**src/rtl/usb_frame_timer_pkg.sv**
```systemverilog
package usb_frame_timer_pkg;
  localparam int CNT_W  = 14;
  localparam int PKT_W  = 15;
  localparam int LS_W   = 11;
  localparam int DATA_W = 32;
  localparam int SEL_W  = 3;
  localparam int PKT_LSB = 16;
  localparam int TGL_BIT = DATA_W - 1;

  typedef enum logic [SEL_W-1:0] {
    SEL_LENGTH = 3'd0,
    SEL_REMAIN = 3'd1,
    SEL_PSTART = 3'd2,
    SEL_LSTH   = 3'd3
  } reg_sel_e;

  function automatic logic [CNT_W-1:0] f_next_count(
    input logic [CNT_W-1:0] cur, input logic [CNT_W-1:0] len);
    return (cur == '0) ? len : cur - CNT_W'(1);
  endfunction

  function automatic logic f_in_window(
    input logic [CNT_W-1:0] rem, input logic [CNT_W-1:0] start);
    return rem <= start;
  endfunction

  function automatic logic f_ls_ok(
    input logic [CNT_W-1:0] rem, input logic [LS_W-1:0] th);
    return rem > CNT_W'(th);
  endfunction
endpackage

```
**src/rtl/fmt_regs.sv**
```systemverilog
module fmt_regs
  import usb_frame_timer_pkg::*;
#(
  parameter logic [CNT_W-1:0] RST_LENGTH = 14'd11999,
  parameter logic [PKT_W-1:0] RST_MAXPKT = 15'd10104,
  parameter logic [CNT_W-1:0] RST_PSTART = '0,
  parameter logic [LS_W-1:0]  RST_LSTH   = 11'h628
) (
  input  logic              clk,
  input  logic              rst_n,
  input  logic              wr_en,
  input  logic [SEL_W-1:0]  wr_sel,
  input  logic [DATA_W-1:0] wr_data,
  input  logic [SEL_W-1:0]  rd_sel,
  output logic [DATA_W-1:0] rd_data,
  input  logic [CNT_W-1:0]  remain,
  input  logic              frt,
  output logic [CNT_W-1:0]  length,
  output logic              length_tgl,
  output logic [PKT_W-1:0]  max_pkt,
  output logic [CNT_W-1:0]  pstart,
  output logic [LS_W-1:0]   lsth
);
  logic wr_length, wr_pstart, wr_lsth;
  assign wr_length = wr_en && (wr_sel == SEL_LENGTH);
  assign wr_pstart = wr_en && (wr_sel == SEL_PSTART);
  assign wr_lsth   = wr_en && (wr_sel == SEL_LSTH);

  always_ff @(posedge clk) begin
    if (!rst_n) begin
      length     <= RST_LENGTH;
      length_tgl <= 1'b0;
      max_pkt    <= RST_MAXPKT;
      pstart     <= RST_PSTART;
      lsth       <= RST_LSTH;
    end else begin
      if (wr_length) begin
        length     <= wr_data[CNT_W-1:0];
        max_pkt    <= wr_data[PKT_LSB +: PKT_W];
        length_tgl <= wr_data[TGL_BIT];
      end
      if (wr_pstart) pstart <= wr_data[CNT_W-1:0];
      if (wr_lsth)   lsth   <= wr_data[LS_W-1:0];
    end
  end

  always_comb begin
    rd_data = '0;
    case (rd_sel)
      SEL_LENGTH: begin
        rd_data[CNT_W-1:0]         = length;
        rd_data[PKT_LSB +: PKT_W]  = max_pkt;
        rd_data[TGL_BIT]           = length_tgl;
      end
      SEL_REMAIN: begin
        rd_data[CNT_W-1:0] = remain;
        rd_data[TGL_BIT]   = frt;
      end
      SEL_PSTART: rd_data[CNT_W-1:0] = pstart;
      SEL_LSTH:   rd_data[LS_W-1:0]  = lsth;
      default:    rd_data = '0;
    endcase
  end

  // the frame length changes only on a write to its own select
  p_length_hold_r6: assert property (@(posedge clk) disable iff (!rst_n)
    !(wr_en && wr_sel == SEL_LENGTH) |=> $stable(length));
  // the periodic start value changes only on its own write
  p_pstart_hold_r10: assert property (@(posedge clk) disable iff (!rst_n)
    !(wr_en && wr_sel == SEL_PSTART) |=> $stable(pstart));
endmodule

```
**src/rtl/fmt_down_counter.sv**
```systemverilog
module fmt_down_counter
  import usb_frame_timer_pkg::*;
(
  input  logic             clk,
  input  logic             rst_n,
  input  logic             run,
  input  logic             tick,
  input  logic [CNT_W-1:0] length,
  input  logic             length_tgl,
  output logic [CNT_W-1:0] count,
  output logic             frt,
  output logic             sof
);
  logic advance, wrap;
  assign advance = run && tick;
  assign wrap    = advance && (count == '0);

  always_ff @(posedge clk) begin
    if (!rst_n) begin
      count <= '0;
      frt   <= 1'b0;
      sof   <= 1'b0;
    end else begin
      sof <= wrap;
      if (advance) count <= f_next_count(count, length);
      if (wrap)    frt   <= length_tgl;
    end
  end

  p_idle_hold_r2: assert property (@(posedge clk) disable iff (!rst_n)
    !run |=> $stable(count) && !sof);
  p_step_r3: assert property (@(posedge clk) disable iff (!rst_n)
    (run && tick && count != '0) |=> (count == CNT_W'($past(count) - CNT_W'(1))));
  p_no_tick_hold_r3: assert property (@(posedge clk) disable iff (!rst_n)
    !tick |=> $stable(count));
  p_reload_r4: assert property (@(posedge clk) disable iff (!rst_n)
    (run && tick && count == '0) |=> (sof && count == $past(length)));
  p_toggle_r5: assert property (@(posedge clk) disable iff (!rst_n)
    (run && tick && count == '0) |=> (frt == $past(length_tgl)));
  p_frt_stable_r5: assert property (@(posedge clk) disable iff (!rst_n)
    !sof |-> $stable(frt));
endmodule

```
**src/rtl/fmt_qualifier.sv**
```systemverilog
module fmt_qualifier
  import usb_frame_timer_pkg::*;
(
  input  logic [CNT_W-1:0] remain,
  input  logic [CNT_W-1:0] pstart,
  input  logic [LS_W-1:0]  lsth,
  output logic             periodic_window,
  output logic             ls_commit
);
  always_comb begin
    periodic_window = f_in_window(remain, pstart);
    ls_commit       = f_ls_ok(remain, lsth);
  end
endmodule

```
**src/rtl/usb_frame_timer.sv**
```systemverilog
module usb_frame_timer
  import usb_frame_timer_pkg::*;
#(
  parameter logic [13:0] RST_LENGTH = 14'd11999,
  parameter logic [14:0] RST_MAXPKT = 15'd10104,
  parameter logic [13:0] RST_PSTART = 14'd0,
  parameter logic [10:0] RST_LSTH   = 11'h628
) (
  input  logic        clk,
  input  logic        rst_n,
  input  logic        run,
  input  logic        bit_tick,
  input  logic        wr_en,
  input  logic [2:0]  wr_sel,
  input  logic [31:0] wr_data,
  input  logic [2:0]  rd_sel,
  output logic [31:0] rd_data,
  output logic [13:0] remaining,
  output logic        frame_toggle,
  output logic        sof_pulse,
  output logic        periodic_window,
  output logic        ls_commit,
  output logic [14:0] max_pkt
);
  logic [CNT_W-1:0] length_w, pstart_w;
  logic [LS_W-1:0]  lsth_w;
  logic             length_tgl_w;

  fmt_regs #(
    .RST_LENGTH(RST_LENGTH), .RST_MAXPKT(RST_MAXPKT),
    .RST_PSTART(RST_PSTART), .RST_LSTH(RST_LSTH)
  ) u_regs (
    .clk(clk), .rst_n(rst_n), .wr_en(wr_en), .wr_sel(wr_sel),
    .wr_data(wr_data), .rd_sel(rd_sel), .rd_data(rd_data),
    .remain(remaining), .frt(frame_toggle), .length(length_w),
    .length_tgl(length_tgl_w), .max_pkt(max_pkt),
    .pstart(pstart_w), .lsth(lsth_w)
  );

  fmt_down_counter u_counter (
    .clk(clk), .rst_n(rst_n), .run(run), .tick(bit_tick),
    .length(length_w), .length_tgl(length_tgl_w),
    .count(remaining), .frt(frame_toggle), .sof(sof_pulse)
  );

  fmt_qualifier u_qual (
    .remain(remaining), .pstart(pstart_w), .lsth(lsth_w),
    .periodic_window(periodic_window), .ls_commit(ls_commit)
  );

  // both qualifiers may only move when the count or a threshold moved
  p_qual_stable_r7: assert property (@(posedge clk) disable iff (!rst_n)
    ($stable(remaining) && $past(!wr_en)) |-> ($stable(periodic_window) && $stable(ls_commit)));
endmodule

```
**config.mk**
```make
export PLATFORM = sky130hd
export DESIGN_NAME = usb_frame_timer
export DESIGN_NICKNAME = d
export VERILOG_FILES = /design/src/rtl/usb_frame_timer_pkg.sv /design/src/rtl/fmt_regs.sv /design/src/rtl/fmt_down_counter.sv /design/src/rtl/fmt_qualifier.sv /design/src/rtl/usb_frame_timer.sv
export SDC_FILE = /design/constraint.sdc
export NUM_CORES = 1
export LEC_CHECK = 0
export BUFFER_PORTS_ARGS = -buffer_cell sky130_fd_sc_hd__buf_4
export CAP_MARGIN = 20
export CORE_ASPECT_RATIO = 1.5
export CORE_MARGIN = 5
export CORE_UTILIZATION = 40
export DETAILED_ROUTE_END_ITERATION = 6
export GPL_ROUTABILITY_DRIVEN = 1
export SETUP_SLACK_MARGIN = 0.1
export SLEW_MARGIN = 30
export SYNTH_ARGS = -nofsm -noshare
export SYNTH_HDL_FRONTEND = slang
export SYNTH_HIERARCHICAL = 1
export SYNTH_SLANG_ARGS = --single-unit
```
**constraint.sdc**
```tcl
create_clock -name clk -period 2.91 [get_ports clk]
set_clock_uncertainty 0.05 [all_clocks]
set_input_delay 0.4365 -clock clk [delete_from_list [all_inputs] [get_ports clk]]
set_output_delay 0.4365 -clock clk [all_outputs]
set_load 0.05 [all_outputs]
```
After elaboration in Yosys (flattened, before gate mapping) --
Index checks and enable logic that the tools add are counted.
Operators by class: $add $sub $neg 1, order comparisons 2, equal/unequal tests 5, multiplexer cells 5, reductions and logical operators 8
Operators by type and width (count):
- one-hot mux 11 bit (4 select lines) | 1
- 2-to-1 mux 15 bit | 1
- > comparator 14 x 11 -> 1 bit | 1
- <= comparator 14 bit | 1
- zero test 14 bit | 1
- 2-to-1 mux 14 bit | 1
- subtractor 14 x 1 -> 14 bit, second input constant | 1
- equality test 3 x 2 -> 1 bit, second input constant | 4
- one-hot mux 3 bit (3 select lines) | 1
- zero test 3 bit | 2
- logical AND 1 bit | 5
- equality test 3 x 1 -> 1 bit, second input constant | 1
- one-hot mux 1 bit (2 select lines) | 1
Word-level totals: register bits after elaboration 71, input bits 43, output and inout port bits 65, word-level logic and storage cells 29

Depth between registers and ports, before layout --
Gate-level depths: netlist (run 1).
word-level depth 2, depth in mapped cells 6, mapped depth without buffers 6

Modules after synthesis --
Netlist (run 1), hierarchy kept.
By module, submodules not included:
- fmt_regs | times used 1, cells each 305, area each 2521.2 um2, seq. area each 1101.1 um2
- fmt_down_counter | times used 1, cells each 114, area each 959.7 um2, seq. area each 320.3 um2
- fmt_qualifier | times used 1, cells each 86, area each 641.9 um2, seq. area each 0.0 um2

Worst setup path before layout (run 1) --
OpenSTA, ideal clock, no wires.
path type register to output, from reg u_counter.count[3], to out periodic_window, data arrival time 2.794 ns, required time 2.424 ns, path slack -0.371 ns, stages on the path, launching flop included 6, path through dfxtp_1 > ha_1 > a21o_1 > a221oi_1 > a311oi_1 > o21ai_0
On the way: word-level cells in the longest chain between the ends 1
Ends and longest elaborated chain:
- start, declared | line fmt_down_counter.sv:10 | output logic [CNT_W-1:0] count,
- start signal, assigned | line fmt_down_counter.sv:25 | if (advance) count <= f_next_count(count, length);
- <= comparator 14 bit | line usb_frame_timer_pkg.sv:24 | return rem <= start;
- end, declared | line usb_frame_timer.sv:21 | output logic periodic_window,
Every way passes these cells.

Worst setup path in the final report (run 1) --
from reg u_counter.count[11], to out periodic_window
The elaborated chain is that of the path after synthesis.

==> metrics.md, run 1 <==
| Metric | Value |
|---|---|
| Outcome | `complete, no violations` |
| Worst Setup End Kind | `output port` |
| Vias | `4121` |
| Htree depth | `3` |
| Worst Hold Launch | `wr_data[24]` |
| Antenna violations before repair | `0` |
| Synth cell count leaders | `nand2_1, dfxtp_1, nand3_1` |
| Clock tree buffer depth | `2` |
| RSZ-0062 raised after global routing | `yes` |
| All-Layer GR Usage | `20.65%` |
| Total setup buffers inserted after CTS | `0` |
| Mapped Area | `0.004123 mm²` |
| Largest net degree at the start of global routing | `59` |
| Ant. Diodes | `0` |
| Synth warn | `6` |
| Core Area | `0.01013 mm²` |
| Hold buffers post-CTS | `0` |
| RR Startpoint | `u_counter/count[1]` |
| Worst hold stages | `3` |
| Critical Path Start Type | `flip-flop` |
| Die height | `134.3 µm` |
| Vias in the first global route | `4129` |
| Crit path required time | `2.42 ns` |
| Worst Max-Slew Pin Slew | `0.6299 ns` |
| Area growth syn-to-layout | `27.44%` |
| Post-synth cell types | `66` |
| Avg Synthesized Cell Area | `8.164 µm²` |
| Post-synth top area share | `34.48%` |
| Reg2reg path depth | `6` |
| Post-Syn Instances | `505` |
| Post-synth EDFFs | `0` |
| Synth area leaders | `dfxtp_1, nand3_1, ha_1` |
| DP Wirelength | `9.340 mm` |
| Placer Congestion | `0.9654` |
| Final count of hold timing violations | `0` |
| Arr. time, crit path | `2.24 ns` |
| Slew headroom | `57.68%` |
| Share of cells above drive strength 1 | `24.79%` |
| Seq cells post-synth | `71` |
| Hold Crit Class | `input pin to flip-flop` |
| Primary FF master, synth | `dfxtp_1` |
| Die Span X | `92.89 µm` |
| Pwr dens | `753.2 mW/mm²` |
| Total congestion overflow | `0` |
| First-pass GRT wire length | `20.63 mm` |
| Hold slack final | `0.2586 ns` |
| Num rows | `45` |
| Final min period | `2.723 ns` |
| Max Cap Viol | `0` |
| Initial Util | `40.68%` |
| Pleak | `2.437 nW` |
| Hold EP | `u_regs/max_pkt[8]` |
| Fin crit share | `93.56%` |
| WS Path Type | `flip-flop to output port` |
| Drt first pass iters | `4` |
| Post_cts resized | `0` |
| CTS tree | `built` |
| Top-Level Pins | `108` |
| CTS Root Cell | `clkbuf_16` |
| Fmax | `367.3 MHz` |
| Post-DR wirelength/cell | `17.40 µm` |
| Final setup viols | `0` |
| Nets | `669` |
| Total Wirelength | `12.56 mm` |
| Vias/cell | `5.708` |
| Register area share after synthesis | `34.48%` |
| Peak VDD IR | `0.0002971 V` |
| Most common cell in the netlist | `nand2_1` |
| CTS Sinks | `71` |
| Final Max Tran Viols | `0` |
| Worst R2R End | `u_counter/count[3]` |
| Port Buf Inserts | `103` |
| Initial DRC count | `157` |
| CTS clk-pin slew, worst paths | `0.06 ns` |
| Fin Setup TNS | `0 ns` |
| Drt drc | `0` |
| Flop-to-flop setup slack | `0.63 ns` |
| Area leader, netlist | `dfxtp_1` |
| CTS buffer count | `9` |
| DIE AREA | `0.01248 mm²` |
| DRT antenna net count | `0` |
| Crit-path max FO | `11` |
| Async set-or-reset flop fraction in the synthesized netlist | `0%` |
| Worst skew pair latency | `0.33 ns` |
## cell families (layout without fill, tap and decap cells)
| kind of cell | count (synthesis) | in the layout | synth area share [%] |
|---|---|---|---|
| DFF | 71 | 71 | 34.48 |
| adders and majority gates | 26 | 26 | 7.891 |
| AOI/OAI and AO/OA | 92 | 92 | 14.75 |
| xor gates and xnor gates | 1 | 1 | 0.2125 |
| and+or+nand+nor | 224 | 224 | 29.01 |
| muxes | 27 | 27 | 6.555 |
| other | 1 | 2 | 0.09096 |
| buffers and inverters | 63 | 162 | 7.010 |
## metal layers
layer	GRT usage [%]	vias to the layer above	wire (µm)
met1	24.98	1893	5184
met3	4.377	37	891
met2	34.39	180	5992
met5	0	-	0
met4	10.19	0	493
li1	-	2011	-
## state kept, by name (all words and copies together), names as in the netlist
signal / flops
u_counter/sof: 1
u_counter/frt: 1
u_regs/lsth: 11
u_regs/length_tgl: 1
u_regs/pstart: 14
u_regs/max_pkt: 15
u_counter/count: 14
u_regs/length: 14
## layout make-up
cell class | instances | area (µm²)
tap | 117 | 146.4
clock inverter | 6 | 45.04
fill | 1010 | 4881
clock buffer | 10 | 229.0
inverter | 30 | 112.6
sequential | 71 | 1424
timing repair buffer | 116 | 870.8
multi-input combinational | 372 | 2426
## worst max-delay path, cell delays in order (launching register included)
cell and delay, ns:
dfxtp_1 0.59, ha_1 0.33, nand4_1 0.19, nor2_1 0.08, a211o_1 0.32, o21ai_2 0.17, buf_4 0.22
## placed cells by master, fill, tap and decap left out, drive strengths merged, types with 4 or more instances in the layout
master,n
nor3,8
o21ai,33
nor2,10
ha,26
nand2b,5
and2,16
o211ai,4
nand2,76
nor4,6
nand3,68
nand4b,4
clkbuf,10
a211oi,6
inv,31
or2,4
o22ai,11
nor2b,4
buf,116
nand4,7
a21o,5
o31ai,4
mux2i,27
a21oi,9
dfxtp,71
## worst max-delay path by stage
stage                              startpoint              end  slack, ns  cells after the start
final                     u_counter/count[11]  periodic_window       0.19                      6
after global routing      u_counter/count[11]  periodic_window        0.1                      6
after CTS                      u_regs/lsth[9]        ls_commit       0.11                      7
after detailed placement       u_regs/lsth[9]        ls_commit       0.51                      7
after global placement        u_regs/lsth[10]        ls_commit       0.53                      7
after floorplan            u_counter/count[3]        ls_commit       0.24                      5
## report_power, final
| part | switching (mW) | total, mW | internal (mW) |
|---|---|---|---|
| Sequential | 0.124 | 1.17 | 1.05 |
| Combinational | 1.13 | 1.75 | 0.628 |
| Clock | 0.450 | 1.03 | 0.582 |
| Total | 1.70 | 3.96 | 2.26 |
## stage by stage
step | setup slack (ns) | power (mW) | cells | instance area (µm²) | utilization, %
after floorplan | 0.2442 | 2.376 | 506 | 4130 | -
after global placement | 0.5307 | 2.885 | 706 | 4971 | 49.05
after detailed placement | 0.5132 | 2.906 | 706 | 4971 | 49.05
after CTS | 0.1111 | 3.958 | 722 | 5245 | 51.75
after global routing | 0.09939 | 4.169 | 722 | 5254 | 51.84
final | 0.1874 | 3.957 | 722 | 5254 | 51.84
Power figures use the tool's default switching activity.
==> run 2: changes to the inputs <==
==> constraint.sdc (replaced) <==
create_clock -name clk -period 2.91 [get_ports clk]
set_clock_uncertainty 0.05 [all_clocks]
set_input_delay 0.4365 -clock clk [delete_from_list [all_inputs] [get_ports clk]]
set_output_delay 0.4365 -clock clk [all_outputs]
set_load 0.005 [all_outputs]
==> run 2 against run 1 <==
- register-to-register slack better by 0.07 ns
- global-route usage down 1.2 points
- maximum frequency down 0.21%
- largest cell class unchanged
==> metrics.md, run 2 (synthesis results as in run 1) <==
| Metric | Value |
|---|---|
| Vias in the first global route | `3896 (was 4129)` |
| Port Buf Inserts | `103 (unchanged)` |
| Total setup buffers inserted after CTS | `0 (unchanged)` |
| Total congestion overflow | `0 (unchanged)` |
| Top-Level Pins | `108 (unchanged)` |
| Reg area | `0.001424 mm² (unchanged)` |
| DP Wirelength | `8.860 mm (was 9.340 mm)` |
| DIE AREA | `0.01248 mm² (unchanged)` |
| Initial DRC count | `222 (was 157)` |
| RR Startpoint | `u_counter/count[1] (unchanged)` |
| Fin Setup TNS | `0 ns (unchanged)` |
| First-pass GRT wire length | `19.34 mm (was 20.63 mm)` |
| Final count of hold timing violations | `0 (unchanged)` |
| Fmax | `366.5 MHz (was 367.3 MHz)` |
| CTS clk-pin slew, worst paths | `0.06 ns (about the same)` |
| Power Total | `3.522 mW (was 3.957 mW)` |
| Commonest non-fill, non-tap cells in the layout | `buf_4, nand2_1, dfxtp_1 (unchanged)` |
| Post-route design area | `0.005229 mm² (was 0.005254 mm²)` |
| Crit path required time | `2.42 ns (about the same)` |
| Largest register FFs | `15 (unchanged)` |
| Placer Congestion | `0.9935 (was 0.9654)` |
| Vias | `4014 (was 4121)` |
| Critical path's slowest cell | `dfxtp_1 (unchanged)` |
| Fin crit share | `93.76% (was 93.56%)` |
| Crit-path cells | `ha_1, and4_1, a221oi_1, a311oi_1, o21ai_0, buf_4 (was ha_1, nand4_1, nor2_1, a211o_1, o21ai_2, buf_4)` |
| Final setup viols | `0 (unchanged)` |
| Pleak | `2.424 nW (was 2.437 nW)` |
| WS Path Type | `flip-flop to output port (unchanged)` |
| All-Layer GR Usage | `19.43% (was 20.65%)` |
| Pwr dens | `673.6 mW/mm² (was 753.2 mW/mm²)` |
| CTS buffer count | `9 (unchanged)` |
| Nets | `666 (was 669)` |
| Crit path to | `periodic_window (unchanged)` |
| Antenna violations before repair | `0 (unchanged)` |
| Arr. time, crit path | `2.24 ns (about the same)` |
| Slew headroom | `41.68% (was 57.68%)` |
| Final Max Tran Viols | `0 (unchanged)` |
| Commonest non-fill, non-tap cell in the layout | `buf_4 (unchanged)` |
| CTS Sinks | `71 (unchanged)` |
| Peak VDD IR | `0.0003223 V (was 0.0002971 V)` |
| Die height | `134.3 µm (unchanged)` |
| CTS tree | `built (unchanged)` |
| Sw Share | `36.82% (was 42.93%)` |
| FILL cells | `1003 (was 1010)` |
| Internal Power | `2.225 mW (was 2.258 mW)` |
| RSZ-0062 raised after global routing | `yes (unchanged)` |
| Vias/cell | `5.583 (was 5.708)` |
| Top reg by flops | `u_regs/max_pkt (unchanged)` |
| Area of the multi-input gates | `0.002422 mm² (was 0.002426 mm²)` |
| Core Area | `0.01013 mm² (unchanged)` |
| Max Cap Viol | `0 (unchanged)` |
| Ant. Diodes | `0 (unchanged)` |
| Htree depth | `3 (unchanged)` |
| Worst Setup End Kind | `output port (unchanged)` |
| Final min period | `2.728 ns (was 2.723 ns)` |
| Reg2reg path depth | `6 (unchanged)` |
| Area after DPL | `0.004945 mm² (was 0.004971 mm²)` |
| Total Wirelength | `12.14 mm (was 12.56 mm)` |
| Area growth syn-to-layout | `26.83% (was 27.44%)` |
| Worst R2R End | `u_counter/count[3] (unchanged)` |
| Clock tree buffer depth | `2 (unchanged)` |
| Drt drc | `0 (unchanged)` |
| Outcome | `complete, no violations (unchanged)` |
| Critical Path Start Type | `flip-flop (unchanged)` |
| Worst Max-Slew Pin Slew | `0.8748 ns (was 0.6299 ns)` |
| P_sw | `1.297 mW (was 1.699 mW)` |
| Largest net degree at the start of global routing | `90 (was 59)` |
| Die Span X | `92.89 µm (unchanged)` |
| Max stage delay on crit path | `0.59 ns (about the same)` |
| Worst skew pair latency | `0.34 ns (was 0.33 ns)` |
| DRT antenna net count | `0 (unchanged)` |
| Power share of the clock group | `29.1% (was 26.1%)` |
| Flop-to-flop setup slack | `0.70 ns (was 0.63 ns)` |
| Post-DR wirelength/cell | `16.88 µm (was 17.40 µm)` |
| Drt first pass iters | `5 (was 4)` |
| Crit-path max FO | `10 (was 11)` |
| Initial Util | `40.68% (unchanged)` |
| Num rows | `45 (unchanged)` |
| Sequential share of power | `33.6% (was 29.6%)` |
| Gate power share | `37.3% (was 44.3%)` |
| Share of cells above drive strength 1 | `24.25% (was 24.79%)` |
| Critical path origin | `u_counter/count[6] (was u_counter/count[11])` |
| CTS Root Cell | `clkbuf_16 (unchanged)` |
| Hold Crit Class | `input pin to flip-flop (unchanged)` |
-- run 2: timing repair --
action / in CTS / in global routing
endpoints found under the setup margin: 0 / 2
hold buffers: 0 / 0
resized for setup: 0 / 3
-- run 2: worst min-delay path by stage --
| stage | startpoint | to | cells past startpoint |
|---|---|---|---|
| floorplan | u_regs/length_tgl | u_regs/length_tgl | 2 |
| global placement | u_regs/max_pkt[1] | u_regs/max_pkt[1] | 2 |
| detailed placement | u_regs/max_pkt[2] | u_regs/max_pkt[2] | 2 |
| CTS | wr_data[24] | u_regs/max_pkt[8] | 3 |
| global route | wr_data[25] | u_regs/max_pkt[9] | 3 |
| finish | wr_data[24] | u_regs/max_pkt[8] | 3 |
-- run 2: worst max-delay path, delay by kind of cell (launching register included) --
kind	cells	cell delay (ns)
AO/OA/AOI/OAI	3	0.62
adder cells (fa/ha/maj)	1	0.32
buffers and inverters	1	0.16
flip-flops	1	0.59
AND/OR/NAND/NOR	1	0.21
-- run 2: layout make-up --
class / count / area share (%)
inverters: 30 / 2.154
multi-input cells: 372 / 46.33
clock buffers: 10 / 4.379
well taps: 117 / 2.800
clock inverters: 6 / 0.8854
flip-flops and latches: 71 / 27.23
repair buffers: 113 / 16.22
-- run 2: power groups by stage --
stage | registers (mW) | clock network, mW | logic [mW]
after global placement | 1.20 | 0 | 1.26
after floorplan | 1.19 | 0 | 0.793
after CTS | 1.18 | 1.05 | 1.29
final | 1.18 | 1.02 | 1.31
after global routing | 1.20 | 1.09 | 1.43
after detailed placement | 1.20 | 0 | 1.28
-- run 2: metal layers --
metal / wire [µm] / track usage, % / vias up
met2: 5920 / 32.99 / 132
met5: 0 / 0 / -
met3: 695 / 4.265 / 25
li1: - / - / 2000
met1: 5268 / 23.57 / 1857
met4: 251 / 7.987 / 0
-- run 2: per-stage QoR --
step / utilization (%) / std cells / hold slack (ns) / setup slack (ns)
6_report: 51.59 / 719 / 0.2512 / 0.1816
5_1_grt: 51.59 / 719 / 0.2605 / 0.06854
4_1_cts: 51.51 / 719 / 0.2434 / 0.1367
3_5_place_dp: 48.79 / 703 / 0.4158 / 0.5099
3_3_place_gp: 48.79 / 703 / 0.4077 / 0.5359
2_1_floorplan: - / 506 / 0.3920 / 0.7635
